<file path="config.mk">
export PLATFORM = sky130hd
export DESIGN_NAME = mbox_cmd_seq
export DESIGN_NICKNAME = d
export VERILOG_FILES = /design/src/rtl/mbox_pkg.sv /design/src/rtl/mbox_gap_timer.sv /design/src/rtl/mbox_unit_conv.sv /design/src/rtl/mbox_cmd_seq.sv
export SDC_FILE = /design/constraint.sdc
export NUM_CORES = 1
export LEC_CHECK = 0
export ABC_AREA = 0
export BUFFER_PORTS_ARGS = -buffer_cell sky130_fd_sc_hd__buf_2
export CORE_AREA = 2 2 134 267
export DETAILED_ROUTE_END_ITERATION = 8
export DIE_AREA = 0 0 136 269
export PLACE_DENSITY = 0.8
export REMOVE_ABC_BUFFERS = 1
export SYNTH_ARGS = -nofsm -noshare
export SYNTH_HDL_FRONTEND = slang
export SYNTH_HIERARCHICAL = 1
export SYNTH_SLANG_ARGS = --single-unit
</file>
<file path="constraint.sdc">
create_clock -name clk -period 19.4 [get_ports clk]
set_clock_uncertainty 0.1 [all_clocks]
set_input_delay 1.94 -clock clk [delete_from_list [all_inputs] [get_ports clk]]
set_output_delay 1.94 -clock clk [all_outputs]
set_load 0.005 [all_outputs]
</file>
<file path="src/rtl/mbox_pkg.sv">
package mbox_pkg;
   localparam logic [7:0] RSP_BUSY = 8'h00;
   localparam logic [7:0] RSP_OK   = 8'h01;

   typedef enum logic [3:0] {
      S_IDLE, S_DRN_RD, S_DRN_GAP, S_CLR, S_PRM, S_MID,
      S_POL_RD, S_POL_GAP, S_BACK, S_DONE
   } seq_st_t;
endpackage

</file>
<file path="src/rtl/mbox_gap_timer.sv">
module mbox_gap_timer #(
   parameter int GAP_CYC = 1250
) (
   input  logic clk,
   input  logic rst_n,
   input  logic run,
   output logic expired
);
   localparam int CW = (GAP_CYC < 2) ? 1 : $clog2(GAP_CYC);

   generate
      if (GAP_CYC < 1) begin : g_bad
         $error("GAP_CYC must be at least 1");
      end
   endgenerate

   logic [CW-1:0] cnt;

   always_ff @(posedge clk) begin
      if (!rst_n || !run) cnt <= '0;
      else if (!expired)  cnt <= cnt + 1'b1;
   end

   assign expired = run && (cnt == CW'(GAP_CYC - 1));
endmodule

</file>
<file path="src/rtl/mbox_unit_conv.sv">
module mbox_unit_conv #(
   parameter int DATA_W     = 32,
   parameter bit ENABLE_KHZ = 1'b1
) (
   input  logic              khz_mode,
   input  logic [DATA_W-1:0] param_in,
   input  logic [DATA_W-1:0] rd_in,
   output logic [DATA_W-1:0] param_out,
   output logic [DATA_W-1:0] result_out
);
   localparam logic [DATA_W-1:0] K = DATA_W'(1000);

   generate
      if (ENABLE_KHZ) begin : g_khz
         logic [DATA_W-1:0] quo, rem;
         assign quo = param_in / K;
         assign rem = param_in % K;
         assign param_out  = khz_mode ? (quo + DATA_W'(rem != '0)) : param_in;
         assign result_out = khz_mode ? (rd_in * K) : rd_in;
      end else begin : g_raw
         logic unused_mode;
         assign unused_mode = khz_mode;
         assign param_out  = param_in;
         assign result_out = rd_in;
      end
   endgenerate
endmodule

</file>
<file path="src/rtl/mbox_cmd_seq.sv">
module mbox_cmd_seq
   import mbox_pkg::*;
#(
   parameter int          ADDR_W      = 8,
   parameter int          DATA_W      = 32,
   parameter int          MSG_W       = 8,
   parameter int          STAT_W      = 8,
   parameter int          CLK_FREQ_HZ = 125_000_000,
   parameter int          POLL_US     = 10,
   parameter int          RETRY_MAX   = 200_000,
   parameter bit          ENABLE_KHZ  = 1'b1,
   parameter logic [ADDR_W-1:0] RSP_ADDR = ADDR_W'(8'h08),
   parameter logic [ADDR_W-1:0] PRM_ADDR = ADDR_W'(8'h04),
   parameter logic [ADDR_W-1:0] MID_ADDR = ADDR_W'(8'h00)
) (
   input  logic              clk,
   input  logic              rst_n,
   input  logic              req_valid,
   output logic              req_ready,
   input  logic [MSG_W-1:0]  req_msg,
   input  logic [DATA_W-1:0] req_param,
   input  logic              req_khz,
   output logic              done,
   output logic [STAT_W-1:0] status,
   output logic [DATA_W-1:0] result,
   output logic [MSG_W-1:0]  done_msg,
   output logic              err_drain,
   output logic              warn_pre,
   output logic              timeout,
   output logic              bus_req,
   output logic              bus_we,
   output logic [ADDR_W-1:0] bus_addr,
   output logic [DATA_W-1:0] bus_wdata,
   input  logic              bus_ack,
   input  logic [DATA_W-1:0] bus_rdata
);
   localparam int GAP_CYC = (CLK_FREQ_HZ / 1_000_000) * POLL_US;
   localparam int TRY_W   = $clog2(RETRY_MAX + 1);

   generate
      if (MSG_W > DATA_W || STAT_W > DATA_W) begin : g_bad_w
         $error("MSG_W and STAT_W must fit in DATA_W");
      end
      if (RETRY_MAX < 1) begin : g_bad_r
         $error("RETRY_MAX must be at least 1");
      end
   endgenerate

   seq_st_t           st;
   logic [MSG_W-1:0]  msg_q;
   logic [DATA_W-1:0] prm_q;
   logic              khz_q;
   logic [TRY_W-1:0]  tries;
   logic              err_q, warn_q, tmo_q;
   logic [STAT_W-1:0] stat_q;
   logic [DATA_W-1:0] res_q;
   logic              gap_done, rsp_zero, out_of_tries;
   logic [DATA_W-1:0] prm_conv, res_conv;

   mbox_gap_timer #(.GAP_CYC(GAP_CYC)) u_gap (
      .clk(clk), .rst_n(rst_n),
      .run(st == S_DRN_GAP || st == S_POL_GAP),
      .expired(gap_done));

   mbox_unit_conv #(.DATA_W(DATA_W), .ENABLE_KHZ(ENABLE_KHZ)) u_conv (
      .khz_mode(st == S_IDLE ? req_khz : khz_q),
      .param_in(req_param), .rd_in(bus_rdata),
      .param_out(prm_conv), .result_out(res_conv));

   assign rsp_zero     = (bus_rdata == '0);
   assign out_of_tries = (tries == TRY_W'(RETRY_MAX));

   always_comb begin
      bus_req   = 1'b0;
      bus_we    = 1'b0;
      bus_addr  = RSP_ADDR;
      bus_wdata = '0;
      unique case (st)
         S_DRN_RD, S_POL_RD: bus_req = 1'b1;
         S_CLR:   begin bus_req = 1'b1; bus_we = 1'b1; end
         S_PRM:   begin bus_req = 1'b1; bus_we = 1'b1; bus_addr = PRM_ADDR;
                        bus_wdata = prm_q; end
         S_MID:   begin bus_req = 1'b1; bus_we = 1'b1; bus_addr = MID_ADDR;
                        bus_wdata = DATA_W'(msg_q); end
         S_BACK:  begin bus_req = 1'b1; bus_addr = PRM_ADDR; end
         default: ;
      endcase
   end

   always_ff @(posedge clk) begin
      if (!rst_n) begin
         st     <= S_IDLE;
         msg_q  <= '0;
         prm_q  <= '0;
         khz_q  <= 1'b0;
         tries  <= '0;
         err_q  <= 1'b0;
         warn_q <= 1'b0;
         tmo_q  <= 1'b0;
         stat_q <= '0;
         res_q  <= '0;
      end else begin
         unique case (st)
            S_IDLE: if (req_valid) begin
               msg_q  <= req_msg;
               prm_q  <= prm_conv;
               khz_q  <= req_khz;
               tries  <= '0;
               err_q  <= 1'b0;
               warn_q <= 1'b0;
               tmo_q  <= 1'b0;
               st     <= S_DRN_RD;
            end
            S_DRN_RD: if (bus_ack) begin
               if (!rsp_zero) begin
                  warn_q <= (bus_rdata[STAT_W-1:0] != STAT_W'(RSP_OK)) ||
                            (bus_rdata[DATA_W-1:STAT_W] != '0);
                  st     <= S_CLR;
               end else if (out_of_tries) begin
                  err_q  <= 1'b1;
                  stat_q <= '0;
                  res_q  <= '0;
                  st     <= S_DONE;
               end else begin
                  tries <= tries + 1'b1;
                  st    <= S_DRN_GAP;
               end
            end
            S_DRN_GAP: if (gap_done) st <= S_DRN_RD;
            S_CLR:     if (bus_ack) st <= S_PRM;
            S_PRM:     if (bus_ack) st <= S_MID;
            S_MID: if (bus_ack) begin
               tries <= '0;
               st    <= S_POL_RD;
            end
            S_POL_RD: if (bus_ack) begin
               if (!rsp_zero) begin
                  stat_q <= bus_rdata[STAT_W-1:0];
                  st     <= S_BACK;
               end else if (out_of_tries) begin
                  tmo_q  <= 1'b1;
                  stat_q <= '0;
                  st     <= S_BACK;
               end else begin
                  tries <= tries + 1'b1;
                  st    <= S_POL_GAP;
               end
            end
            S_POL_GAP: if (gap_done) st <= S_POL_RD;
            S_BACK: if (bus_ack) begin
               res_q <= res_conv;
               st    <= S_DONE;
            end
            S_DONE:  st <= S_IDLE;
            default: st <= S_IDLE;
         endcase
      end
   end

   assign req_ready = (st == S_IDLE);
   assign done      = (st == S_DONE);
   assign status    = stat_q;
   assign result    = res_q;
   assign done_msg  = msg_q;
   assign err_drain = done && err_q;
   assign warn_pre  = done && warn_q;
   assign timeout   = done && tmo_q;
endmodule

</file>
### Word-level counts from Yosys, hierarchy flattened

Cells that the tools add are included.
Widths: inputs -> output; s select.

* output and inout port bits: 95
* register bits after elaboration: 117
* input bits: 77
* logic and storage cells: 123

* muxes and demuxes: 47
* $mul: 1
* eq/ne operators: 29
* divide/modulo/power cells: 2
* $add $sub $neg: 3
* reductions and logical operators: 30

Operators with widths (number)
* $mux 32: 6
* $pmux 32 s2: 2
* $mux 18: 5
* $pmux 18 s3: 1
* $mux 4: 13
* $mux 8: 5
* $pmux 4 s9: 1
* $add 32x1->32: 1
* $div 32x10->32 const B: 1
* $logic_not 32->1: 1
* $mod 32x10->32 const B: 1
* $mul 32x7->29 const B: 1
* $reduce_bool 32->1: 1
* $ne 2x2->1 const B: 15
* $reduce_bool 24->1: 1
* $add 18x1->18 const B: 1
* $eq 18x18->1 const B: 1
* $eq 4x3->1 const B: 4
* $pmux 8 s2: 1
* $reduce_and 5->1: 3
* $add 11x1->11 const B: 1
* $eq 11x11->1 const B: 1
* $mux 1: 9
* $reduce_and 9->1: 1
* 19 further kinds: 35

### Longest topological paths before layout

* word-level depth: 5
* mapped depth: 79
* mapped depth without buffers: 65

### Modules after synthesis

The synthesis kept the hierarchy.

By module, submodules not included
* mbox_unit_conv: seq. area each 0.0 um^2, area an instance 11803.8 um^2, instances 1, cells each 1475
* mbox_cmd_seq: seq. area each 2122.0 um^2, area an instance 4750.8 um^2, instances 1, cells each 576
* mbox_gap_timer: seq. area each 220.2 um^2, area an instance 530.5 um^2, instances 1, cells each 62

### Worst setup path before layout

OpenSTA, ideal clock, no wires.

* path kind: in2reg
* from: input port req_param[27]
* to: register prm_q[22]
* cell stages on the path: 71
* slack: 1.425 ns
* data arrival time: 17.804 ns
* library setup time: 0.070 ns
* cells stage by stage: buf_2 > nand4_2 > or3_4 > and3b_1 > buf_6 > a31oi_4 > mux2i_2 > a211oi_4 > a2111o_1 > and3_1 > buf_2 > or3_4 > or3_4 > or2_1 > buf_2 > a31o_4 > nand2_2 > nor2_1 > [35 not listed] > o31a_1 > buf_4 > o2111a_1 > o211a_1 > o211a_1 > a311oi_2 > nand3_1 > a32oi_1 > a2111o_1 > ha_1 > ha_1 > nand2_1 > or3_1 > nand2b_1 > o41ai_1 > mux2_2 > nand2_1 > a21oi_1

* longest elaborated chain between the ends: 4

Ends and longest elaborated chain
* start, declared: line mbox_cmd_seq.sv:21 `input logic [DATA_W-1:0] req_param,`
* $mod 32x10->32: line mbox_unit_conv.sv:17 `assign rem = param_in % K;`
* $reduce_bool 32->1: line mbox_unit_conv.sv:18 `assign param_out = khz_mode ? (quo + DATA_W'(rem != '0)) : param_in;`
* $add 32x1->32 *: line mbox_unit_conv.sv:18
* $mux 32 *: line mbox_unit_conv.sv:18
* named net prm_conv[22]: line mbox_cmd_seq.sv:58 `logic [DATA_W-1:0] prm_conv, res_conv;`
* end signal, assigned: line mbox_cmd_seq.sv:106 `prm_q <= prm_conv;`
* end, declared: line mbox_cmd_seq.sv:51 `logic [DATA_W-1:0] prm_q;`

Mark *: on every way through the listed nets, which the timed path passes. The rest lies on a longest branch.
A chain may end at the register's enable or synchronous reset.

### Worst setup path in the final report

* from: input port req_param[31]
* to: register prm_q[22]

The elaborated chain is that of the path after synthesis.

==> impl_results.md <==
* Status: finished clean
* Antenna cells at 0
* RD Place Congestion at 0.9524
* Period utilization at 97.46%
* Maximum Capacitance Violations at 0
* Layer with the highest usage: met2
* Clock Latency Late Sink at 440 ps
* Worst setup path start: req_param[31]
* Async SR Flop Fraction at 0%
* CTS Hold Bufs at 0
* Vias at 17690
* H-tree levels at 4
* Register Area at 2342 um2
* IO Count at 172
* Number of port buffers at 165
* Crit path launch type: input pin
* Max-slew violation count at 0
* Slew @ Worst Pin at 1159 ps
* Yosys cell types at 144
* Core footprint at 34710 um2
* Worst path max stage delay at 620 ps
* Max clock buf depth at 2
* FF-to-FF path depth at 9
* Final TNS setup at 0 ps
* Final worst path period need at 18910 ps
* Slew HR at 22.30%
* Ys flop type: dfxtp_1
* Total grt overflow at 0
* Hold WC Path Type: flop to flop
* Synth area leaders: dfxtp_1 (14%), fa_1 (11%), xnor2_1 (4.9%), a21oi_1 (4.8%), ha_1 (4.5%)
* Antenna Nets Post-Route at 0
* # rows at 97
* Placement Setup Slack at -151.0 ps
* Area growth, synth to finish at 15.23%
* #FFs+latches synth at 117
* CP Data Required Time at 19660 ps
* Post-layout util at 56.72%
* Syn Std Cell Area at 17090 um2
* Root Driver: clkbuf_16
* Pre-antenna DRT Iters at 6
* Crit path capture: prm_q[22]
* Worst-path clk slew at 60 ps
* Setup violators final at 0
* Pin count of the biggest net entering global routing at 85
* DIE HEIGHT at 269 um
* Final Hold Viols at 0
* Setup CP Type: input pin to flop
* Chip width at 136 um
* Vias in the first global route at 16250
* Flop-to-flop setup slack at 15910 ps
* Drt via density at 6.452
* Starting Density at 49.22%
* Area leader, netlist: dfxtp_1
* Register area share after synthesis at 13.71%
* Layout fillers at 3119
* Cell depth of the worst hold path at 2
* CP Max Fanout at 10
* Initial antenna violation count at 1
* Mean area per synthesized cell at 8.086 um2
* Drt total wl at 51470 um
* Avg WL per Cell at 18.77 um
* Post-synth EDFFs at 0
* PnR worst setup slack at 493.4 ps
* First-pass GRT wire length at 81720 um
* Share of layout cells above drive strength 1 at 23.60%
* Die area at 36580 um2
* Synth Warn # at 6
* Origin of the critical flop-to-flop path: st[1]
* CTS Sinks at 117
* Drt drc at 0
* Cell count after synthesis at 2113
* GRT Util Overall at 27.30%
* Met3 Track Usage GR at 4.493%
* Met2 Usage GRT at 44.45%
* Area share of the largest cell type after synthesis at 13.71%
* Clock buffer count from CTS at 17
* CTS tree: built
* Area of the multi-input gates at 14250 um2
* WP data arrival at 19160 ps
* Element type at the critical path end: flop
* Nets@finish at 2514
* Capturing point of the worst reg2reg path: status[6]
* Drt initial violations at 1835
* Detail Placement HPWL at 37120 um
* Fmax at 52.89 MHz
* Met1 GRT Util at 36.70%
* CP max-delay cell: or4b_1
* Hold Crit Start: prm_q[25]
* Hold Slack at 351.7 ps
cell usage after synthesis (18+ instances only):
cell type and n:
nand2b_1 18, and2_1 48, clkbuf_1 75, a21o_1 19, inv_1 80, buf_2 23, dfxtp_1 117, or3_1 27
mux2_2 50, o211ai_1 31, and3_1 19, ha_1 62, nand4_1 32, xor2_1 18, nand3_1 62, o21bai_1 25
mux2i_1 27, nor4_1 31, nor2b_1 18, nor2_1 156, nor3_1 53, nand2_1 191, a22oi_1 37, xnor2_1 95
fa_1 91, a21oi_1 163, o21ai_0 75
state kept, by name (all words and copies together), names as in the netlist:
signal     flops
done_msg       8
err_q          1
khz_q          1
prm_q         32
result        32
st             4
status         8
tmo_q          1
tries         18
u_gap/cnt     11
warn_q         1
worst max-delay path: cells and delay by family:
family / cells / cell delay [ps]
AO/OA/AOI/OAI: 31 / 8080
adder cells (fa/ha/maj): 3 / 770
AND/OR/NAND/NOR: 21 / 5840
XOR/XNOR: 1 / 350
buffers and inverters: 6 / 1140
multiplexers: 4 / 1050
per-layer routing:
metal	share of wire [%]	routed length [um]
met2	47	24250
met5	0.025	13
met4	2.9	1469
met3	7.6	3892
met1	42	21840
cell usage in the layout (no fill, tap or decap), drive strengths merged, types with 11 or more instances in the layout:
cell / count
xor2: 19
nor4: 35
or4: 12
nor2: 165
mux2i: 32
nand3: 63
nand2b: 19
maj3: 12
clkbuf: 18
a221oi: 15
inv: 85
a31oi: 19
o21bai: 25
a21o: 21
a22oi: 38
nand2: 193
o2111ai: 11
a22o: 16
o21ai: 90
nand4: 33
a211oi: 23
or3: 33
o211ai: 34
buf: 272
o22ai: 12
ha: 62
o21a: 12
nor3: 58
a21oi: 177
dfxtp: 117
nor2b: 18
or2: 20
o31ai: 21
xnor2: 102
and3: 20
fa: 91
mux2: 52
and2: 50
repair_timing:
item	in CTS	in global routing
setup buffers	0	34
setup endpoints to repair	0	23
gates resized for setup	0	79
through the flow:
step,area [um2],std cells
global route,19690,2742
floorplan,16490,1993
global placement,18450,2676
detailed placement,18450,2676
CTS,19030,2708
finish,19690,2742
worst min-delay path by stage:
stage | to | slack [ps]
4_1_cts | prm_q[21] | 350
2_1_floorplan | tmo_q | 330
6_report | prm_q[25] | 350
5_1_grt | prm_q[18] | 370
3_5_place_dp | prm_q[21] | 340
3_3_place_gp | prm_q[12] | 340
cell type report:
class,instances,area share (%)
Timing Repair Buffer,272,8.358
Multi-Input combinational cell,1794,72.37
Tap cell,445,2.828
Inverter,82,1.589
Clock inverter,14,0.7245
Clock buffer,18,2.231
Sequential cell,117,11.90
cells by family after synthesis:
family	Yosys count	share of synthesized area, %
adders and majority gates	165	15.91
DFF	117	13.71
muxes	84	5.485
xor gates and xnor gates	121	6.620
other	1	0.02195
and+or+nand+nor	767	23.90
AOI/OAI and AO/OA	651	28.97
buffers and inverters	207	5.383
Power is not shown: default switching activity piles up to over one toggle a cycle in this logic, so the estimate is an artifact.
